**config.mk**
```make
export PLATFORM = sky130hd
export DESIGN_NAME = spi_master_core
export DESIGN_NICKNAME = d
export VERILOG_FILES = /design/src/rtl/spi_master_pkg.sv /design/src/rtl/spi_tick_gen.sv /design/src/rtl/spi_shift_reg.sv /design/src/rtl/spi_master_core.sv
export SDC_FILE = /design/constraint.sdc
export NUM_CORES = 1
export LEC_CHECK = 0
export BUFFER_PORTS_ARGS = -buffer_cell sky130_fd_sc_hd__buf_2
export CAP_MARGIN = 20
export CORE_AREA = 2 2 98 100
export CTS_CLUSTER_DIAMETER = 150
export DETAILED_ROUTE_END_ITERATION = 8
export DIE_AREA = 0 0 100 102
export GPL_TIMING_DRIVEN = 1
export PLACE_DENSITY_LB_ADDON = 0.3
export REMOVE_ABC_BUFFERS = 1
export SETUP_SLACK_MARGIN = 0.05
export SYNTH_ARGS = -nofsm -noshare
export SYNTH_HDL_FRONTEND = slang
export SYNTH_SLANG_ARGS = --single-unit
```
**constraint.sdc**
```tcl
create_clock -name clk -period 2.55 [get_ports clk]
set_input_delay 0.3825 -clock clk [delete_from_list [all_inputs] [get_ports clk]]
set_output_delay 0.3825 -clock clk [all_outputs]
set_load 0.02 [all_outputs]
```
**src/rtl/spi_master_pkg.sv**
```systemverilog
package spi_master_pkg;

   // Clocking mode as captured at the start of a transfer
   typedef struct packed {
      logic cpol;
      logic cpha;
   } spi_mode_t;

   localparam spi_mode_t SPI_MODE_RST = '{cpol: 1'b0, cpha: 1'b0};

endpackage

```
**src/rtl/spi_tick_gen.sv**
```systemverilog
module spi_tick_gen #(
   parameter int DIV_W = 8
) (
   input  logic             clk,
   input  logic             rst_n,
   input  logic             run,
   input  logic             clear,
   input  logic [DIV_W-1:0] div,
   output logic             tick
);

   logic [DIV_W-1:0] cnt_q;

   generate
      if (DIV_W < 1) begin : g_bad_div
         $error("spi_tick_gen: DIV_W must be at least 1");
      end
   endgenerate

   assign tick = run && (cnt_q == div);

   always_ff @(posedge clk or negedge rst_n) begin
      if (!rst_n) begin
         cnt_q <= '0;
      end else if (clear || !run || tick) begin
         cnt_q <= '0;
      end else begin
         cnt_q <= cnt_q + 1'b1;
      end
   end

endmodule

```
**src/rtl/spi_shift_reg.sv**
```systemverilog
module spi_shift_reg #(
   parameter int DATA_W = 8
) (
   input  logic              clk,
   input  logic              rst_n,
   input  logic              load,
   input  logic [DATA_W-1:0] load_data,
   input  logic              cpha,
   input  logic              tick,
   input  logic              samp,
   input  logic              first,
   input  logic              last,
   input  logic              miso,
   output logic              mosi,
   output logic [DATA_W-1:0] word_next
);

   logic [DATA_W-1:0] sh_q;
   logic              rx_bit_q;

   // On the last edge the final received bit enters the low end
   assign word_next = {sh_q[DATA_W-2:0], (cpha ? miso : rx_bit_q)};

   always_ff @(posedge clk or negedge rst_n) begin
      if (!rst_n) begin
         sh_q     <= '0;
         rx_bit_q <= 1'b0;
         mosi     <= 1'b0;
      end else if (load) begin
         sh_q <= load_data;
         if (!cpha) begin
            mosi <= load_data[DATA_W-1];
         end
      end else if (tick) begin
         if (samp) begin
            rx_bit_q <= miso;
         end
         if (last) begin
            sh_q <= word_next;
         end else if (!samp) begin
            if (first) begin
               mosi <= sh_q[DATA_W-1];
            end else begin
               mosi <= sh_q[DATA_W-2];
               sh_q <= {sh_q[DATA_W-2:0], rx_bit_q};
            end
         end
      end
   end

endmodule

```
**src/rtl/spi_master_core.sv**
```systemverilog
module spi_master_core
   import spi_master_pkg::*;
#(
   parameter int DATA_W = 8,
   parameter int DIV_W  = 8
) (
   input  logic              clk,
   input  logic              rst_n,
   input  logic              cfg_cpol,
   input  logic              cfg_cpha,
   input  logic [DIV_W-1:0]  cfg_div,
   input  logic              hold_sel,
   input  logic              wr_en,
   input  logic [DATA_W-1:0] wr_data,
   output logic [DATA_W-1:0] rd_data,
   output logic              busy,
   output logic              done,
   output logic              sclk,
   output logic              mosi,
   input  logic              miso,
   output logic              ss_n
);

   localparam int EDGES  = 2 * DATA_W;
   localparam int EDGE_W = $clog2(EDGES);
   localparam logic [EDGE_W-1:0] LAST_EDGE = EDGE_W'(EDGES - 1);

   generate
      if (DATA_W < 2) begin : g_bad_width
         $error("spi_master_core: DATA_W must be at least 2");
      end
   endgenerate

   spi_mode_t         mode_q;
   logic [DIV_W-1:0]  div_q;
   logic [EDGE_W-1:0] edge_q;
   logic              busy_q;
   logic              done_q;
   logic              ss_n_q;
   logic [DATA_W-1:0] rd_q;

   logic              start;
   logic              tick;
   logic              samp;
   logic              first;
   logic              last;
   logic              finish;
   logic              cpha_eff;
   logic [DATA_W-1:0] word_next;

   assign start    = wr_en && !busy_q;
   assign samp     = (edge_q[0] == mode_q.cpha);
   assign first    = (edge_q == '0);
   assign last     = (edge_q == LAST_EDGE);
   assign finish   = tick && last;
   assign cpha_eff = start ? cfg_cpha : mode_q.cpha;

   spi_tick_gen #(.DIV_W(DIV_W)) u_tick (
      .clk   (clk),
      .rst_n (rst_n),
      .run   (busy_q),
      .clear (start),
      .div   (div_q),
      .tick  (tick)
   );

   spi_shift_reg #(.DATA_W(DATA_W)) u_shift (
      .clk       (clk),
      .rst_n     (rst_n),
      .load      (start),
      .load_data (wr_data),
      .cpha      (cpha_eff),
      .tick      (tick),
      .samp      (samp),
      .first     (first),
      .last      (last),
      .miso      (miso),
      .mosi      (mosi),
      .word_next (word_next)
   );

   // Configuration follows the inputs while idle and freezes during a transfer
   always_ff @(posedge clk or negedge rst_n) begin
      if (!rst_n) begin
         mode_q <= SPI_MODE_RST;
         div_q  <= '0;
      end else if (!busy_q) begin
         mode_q <= '{cpol: cfg_cpol, cpha: cfg_cpha};
         div_q  <= cfg_div;
      end
   end

   always_ff @(posedge clk or negedge rst_n) begin
      if (!rst_n) begin
         busy_q <= 1'b0;
         edge_q <= '0;
         done_q <= 1'b0;
         rd_q   <= '0;
         ss_n_q <= 1'b1;
      end else begin
         done_q <= finish;
         if (start) begin
            busy_q <= 1'b1;
            edge_q <= '0;
            ss_n_q <= 1'b0;
         end else begin
            if (finish) begin
               busy_q <= 1'b0;
               edge_q <= '0;
               rd_q   <= word_next;
            end else if (tick) begin
               edge_q <= edge_q + 1'b1;
            end
            if ((!busy_q || finish) && !hold_sel) begin
               ss_n_q <= 1'b1;
            end
         end
      end
   end

   assign sclk    = mode_q.cpol ^ edge_q[0];
   assign busy    = busy_q;
   assign done    = done_q;
   assign rd_data = rd_q;
   assign ss_n    = ss_n_q;

endmodule

```
==> results of run 1 <==
cell usage in the layout (no fill, tap or decap), types with 3 or more instances in the layout:
| cell | count |
|---|---|
| a21oi_1 | 4 |
| and3_1 | 3 |
| buf_2 | 35 |
| buf_4 | 6 |
| clkbuf_8 | 5 |
| dfrtp_1 | 42 |
| ha_1 | 3 |
| inv_1 | 4 |
| mux2_2 | 14 |
| mux2i_1 | 10 |
| nand2_1 | 32 |
| nand3_1 | 10 |
| nor2_1 | 10 |
| o21ai_1 | 7 |
| xnor2_1 | 10 |
| xor2_1 | 6 |
sequential cells by signal (all words and copies together), names as in the netlist:
register / cells
u_shift.rx_bit_q: 1
u_shift.mosi: 1
mode_q: 2
u_shift.sh_q: 8
busy: 1
ss_n: 1
rd_data: 8
edge_q: 4
done: 1
div_q: 8
u_tick.cnt_q: 8
where the power goes:
group	switching, µW	internal, µW
clock network	241	292
logic	291	280
registers	172	852
total	704	1420
metrics by stage:
stage	hold WS, ps	instance area, µm²	cells	worst slack (ps)	util
detailed placement	370	2360	330	427	0.259
CTS	33.3	2470	338	412	0.271
global placement	377	2360	330	467	0.259
global route	49.0	2470	338	286	0.271
floorplan	86.9	2000	178	239	-
finish	21.5	2470	338	459	0.271
kinds of logic after synthesis:
group	Yosys count
AO/OA/AOI/OAI	20
XOR/XNOR	17
adder cells (fa/ha/maj)	3
buffers and inverters	11
flip-flops	43
multiplexers	25
AND/OR/NAND/NOR	66
worst max path at each step:
| stage | startpoint | endpoint | slack (ps) |
|---|---|---|---|
| after floorplan | busy | rd_data[0] | 240 |
| after global placement | edge_q[0] | rd_data[0] | 470 |
| after detailed placement | edge_q[0] | rd_data[0] | 430 |
| after CTS | edge_q[0] | rd_data[0] | 410 |
| after global routing | edge_q[0] | rd_data[0] | 290 |
| final | edge_q[0] | rd_data[0] | 460 |
per-layer routing:
| layer | vias up | GRT usage | share of wire |
|---|---|---|---|
| met5 | - | 0 | 0 |
| met1 | 687 | 0.118 | 0.46 |
| met2 | 26 | 0.155 | 0.49 |
| li1 | 709 | - | - |
| met3 | 4 | 0.0315 | 0.048 |
| met4 | 0 | 0.0253 | 0.0062 |
cell type report:
class / instances / share of cell area
timing repair buffer: 41 / 0.0891
inverter: 4 / 0.00607
clock inverter: 3 / 0.0177
clock buffer: 5 / 0.0278
sequential: 43 / 0.436
tap: 111 / 0.0562
multi-input combinational: 131 / 0.367
==> out/metrics.yaml, run 1 <==
status: "finished, final reports clean"
ctsRootBufferMaster: "clkbuf_8"
max_freq_mhz: 478
dieHeight_um: 102
rows: 35
critPathMaxFanout: 10
synth_xor_area_frac: 0.0767
yosysSeqAreaShare: 0.529
avgSynthCellArea_um2: 11.0
synth_top_cell_by_area: "dfrtp_1"
ys_ff_latch: 43
ys_types: 34
wl_per_cell_um: 12.9
setup_viol: 0
via_per_inst: 4.22
critPathKind: "register to register"
synth_top_family_by_area: "simple AND/OR/NAND/NOR gates"
r2r_slack_ps: 460
cts_sinks: 43
start_kind: "register"
synth.most_common_cell: "dfrtp_1"
clkTransAtPathRegs_ps: 90
drive_above_1_share: 0.304
initial_core_util: 0.224
drtAntennaViolNets: 0
worst_ep_arrival_time_ps: 2280
antenna_found_initial: 0
max_stage_delay_ps: 630
multi_input_area_um2: 908
fin_skew_ps: 15.6
synth-simple-area-share: 0.151
postCtsSetupBuffers: 0
path_depth: 5
hold_class: "primary input to asynchronous set/reset pin"
port_buffers: 35
yosys-top-cells-area: "dfrtp_1, mux2_2, nand2_1"
die_area_um2: 10200
reg2reg_from: "edge_q[0]"
num-fill-cells: 979
core_area_um2: 9110
synth_compound_area_frac: 0.0675
reg2reg_to: "rd_data[0]"
path_delay_family: "simple AND/OR/NAND/NOR gates"
seq_area_um2: 1080
num_vias: 1426
netlist_instances: 185
synthMuxAreaShare: 0.132
synth_edf_count: 0
gp_congestion: 0.785
drtIter0Drc: 41
grt.total_usage: 0.0938
timing_worst_slew_pin_value_ps: 466
yosysWarnings: 0
cts_tree: "done"
ys.flop_type: "dfrtp_1"
tns_ps: 0
drv_slew: 0
n_antenna_cell: 0
netlist_area_um2: 2040
worst-r2r-cell-count: 5
drc: 0
dp_hpwl_mm: 3.25
rsz0062_at_grt: "no"
grt_max_degree: 22
clockBufferDepth: 2
clk_latency_ps: 300
slowest_stage: "or4_1"
dr.pass1.iters: 2
path_buf_inv: 0
io_pins: 36
grt_pass1_wl_mm: 7.37
cts-resized-gates: 0
period_share: 0.820
ctsHtreeMaxLevel: 2
numCtsBuffers: 5
hold_viol_final: 0
cp.required_ps: 2730
crit_chain: "ha_1, and2_1, nand2_1, or4_1, mux2_1"
nets: 252
synthAdderAreaFrac: 0.0184
maxCapViolCount: 0
irDropWorstVdd_uv: 243
min_period_ps: 2090
leakage_uw: 0.00112
die_x_um: 100
synth_top_area_frac: 0.516
power-per-cell-area_nw_per_um2: 861
wl_mm: 4.35
relSlewSlack: 0.689
critPathCaptureType: "register"
grt_overflow_total: 0
p_total_uw: 2130
ctsHoldBuffers: 0
area_delta_synth_final_pct: 21.3
synthArstFlopShare: 1.00
synth_top_cells_by_count: "dfrtp_1, nand2_1, mux2_2"
grt_pass1_vias: 1473
Note: power is estimated with default switching activity, not from simulation.
==> run 2: changes to the inputs <==
==> constraint.sdc (replaced) <==
create_clock -name clk -period 2 [get_ports clk]
set_input_delay 0.3 -clock clk [delete_from_list [all_inputs] [get_ports clk]]
set_output_delay 0.3 -clock clk [all_outputs]
set_load 0.02 [all_outputs]
==> run 2 against run 1 <==
Compared with the run above:
- combinational power is 74% higher
- clock skew is 6.8 ps lower
- maximum frequency is 13% higher
- sequential share of layout area is 2.9 points lower
- first-iteration DRC count is 24% higher
- critical path type unchanged
- total power is 33% higher
- critical path depth is 2 higher
- clock-buffer cell count is 1 higher
- worst setup slack worse by 310 ps
==> out/metrics.yaml, run 2 (synthesis results as in run 1) <==
path_delay_family: "compound AO/OA/AOI/OAI gates"
cp.required_ps: 2180
path_buf_inv: 2
clk_latency_ps: 290
ctsHtreeMaxLevel: 2
busiest_layer: "met2"
clockBufferDepth: 2
grt_overflow_total: 0
slowest_stage: "dfrtp_1"
drtIter0Drc: 51
min_period_ps: 1850
rsz0062_at_grt: "yes"
gp_congestion: 0.787
hold_viol_final: 0
die_area_um2: 10200
timing_worst_slew_pin_value_ps: 448
layout_common_cells: "dfrtp_1, buf_2, nand2_1"
critPathKind: "register to register"
stdcell_count: 353
r2r_slack_ps: 150
clkTransAtPathRegs_ps: 80
use_met2: 0.147
setup_viol: 0
tns_ps: 0
drive_above_1_share: 0.376
setup_ws_ps: 152
io_pins: 36
hold_class: "primary input to register"
rows: 35
max_freq_mhz: 541
relSlewSlack: 0.702
critPathCaptureType: "register"
numCtsBuffers: 5
start_kind: "register"
grt_max_degree: 27
num_vias: 1479
ctsRootBufferMaster: "clkbuf_8"
hold_slack_ps: 218
dieHeight_um: 102
grt.total_usage: 0.0930
met1_usage: 0.125
max_stage_delay_ps: 430
pre_cts_ws_ps: 73.1
initial_core_util: 0.224
grt_pass1_wl_mm: 7.49
antenna_found_initial: 0
critPathMaxFanout: 8
cts_tree: "done"
place_inst: 337
multi_input_area_um2: 963
nets: 267
drv_slew: 0
n_antenna_cell: 0
cts_sinks: 43
area_delta_synth_final_pct: 30.0
dr.pass1.iters: 4
worst_ep_arrival_time_ps: 2030
port_buffers: 35
irDropWorstVdd_uv: 304
seq_area_um2: 1080
crit_chain: "buf_6, xor2_4, nand2_2, a2111oi_4, clkbuf_16, mux2i_1, o21ai_1"
wl_per_cell_um: 12.4
maxCapViolCount: 0
leakage_uw: 0.00120
drc: 0
drtAntennaViolNets: 0
grt_pass1_vias: 1506
power-per-cell-area_nw_per_um2: 1070
grt_use_met3: 0.0274
period_share: 0.924
wl_mm: 4.36
via_per_inst: 4.19
status: "finished, final reports clean"
mostFrequentLayoutCell: "dfrtp_1"
fin_skew_ps: 8.75
core_area_um2: 9110
num-fill-cells: 959
dp_hpwl_mm: 3.26
final_util: 0.291
die_x_um: 100
run 2: changes by cell type in the layout (fill, tap and decap cells not counted), sizes merged:
| cell | before | now |
|---|---|---|
| clkbuf | 5 | 7 |
| dlygate4sd3 | 0 | 1 |
| clkinvlp | 0 | 1 |
| clkinv | 2 | 1 |
| buf | 41 | 54 |
| bufinv | 1 | 0 |
run 2: cell type report:
class	instances	area share
sequential	43	0.407
multi-input combinational	131	0.364
timing repair buffer	56	0.139
tap	111	0.0524
clock buffer	6	0.0274
inverter	4	0.00567
clock inverter	2	0.00472
run 2: worst register-to-register path: cells and delay by family (launching register included):
family          cells  cell delay (ps)
buf+inv             2              380
compound gates      2              470
xor+xnor            1              180
flops               1              430
mux                 1              190
simple gates        1               90
run 2: layer usage:
layer | part of all wire | vias to the layer above
met5 | 0 | -
met4 | 0.011 | 0
met3 | 0.045 | 6
met2 | 0.48 | 33
met1 | 0.46 | 704
li1 | - | 736
run 2: report_power, final:
group	leakage, µW	internal (µW)	switching, µW	total (µW)
Combinational	0.000625	539	458	998
Clock	0.0000412	244	295	540
Sequential	0.000533	1090	204	1290
Total	0.00120	1870	958	2830
run 2: worst paths after layout:
path	from	end	depth (start not counted)
worst max-delay path	edge_q[0]	u_shift.sh_q[6]	7
worst min-delay path	wr_data[2]	u_shift.sh_q[2]	3
worst max register to register	edge_q[0]	u_shift.sh_q[6]	7
worst min register to register	rd_data[3]	rd_data[3]	2
max in group asynchronous	rst_n	ss_n	3
min in group asynchronous	rst_n	rd_data[7]	2
run 2: repair_timing:
action / 4_1_cts / 5_1_grt
endpoints found under the setup margin: 0 / 26
resized for setup: 0 / 13
endpoints found under the hold margin: 17 / 0
buffers inserted: 0 / 7
hold buffers: 1 / 0
run 2: per-stage QoR:
step	cell area [µm²]	total power (µW)
after global placement	2440	2110
after global routing	2650	3060
after floorplan	2000	1850
after CTS	2530	2690
after detailed placement	2440	2120
final	2650	2830
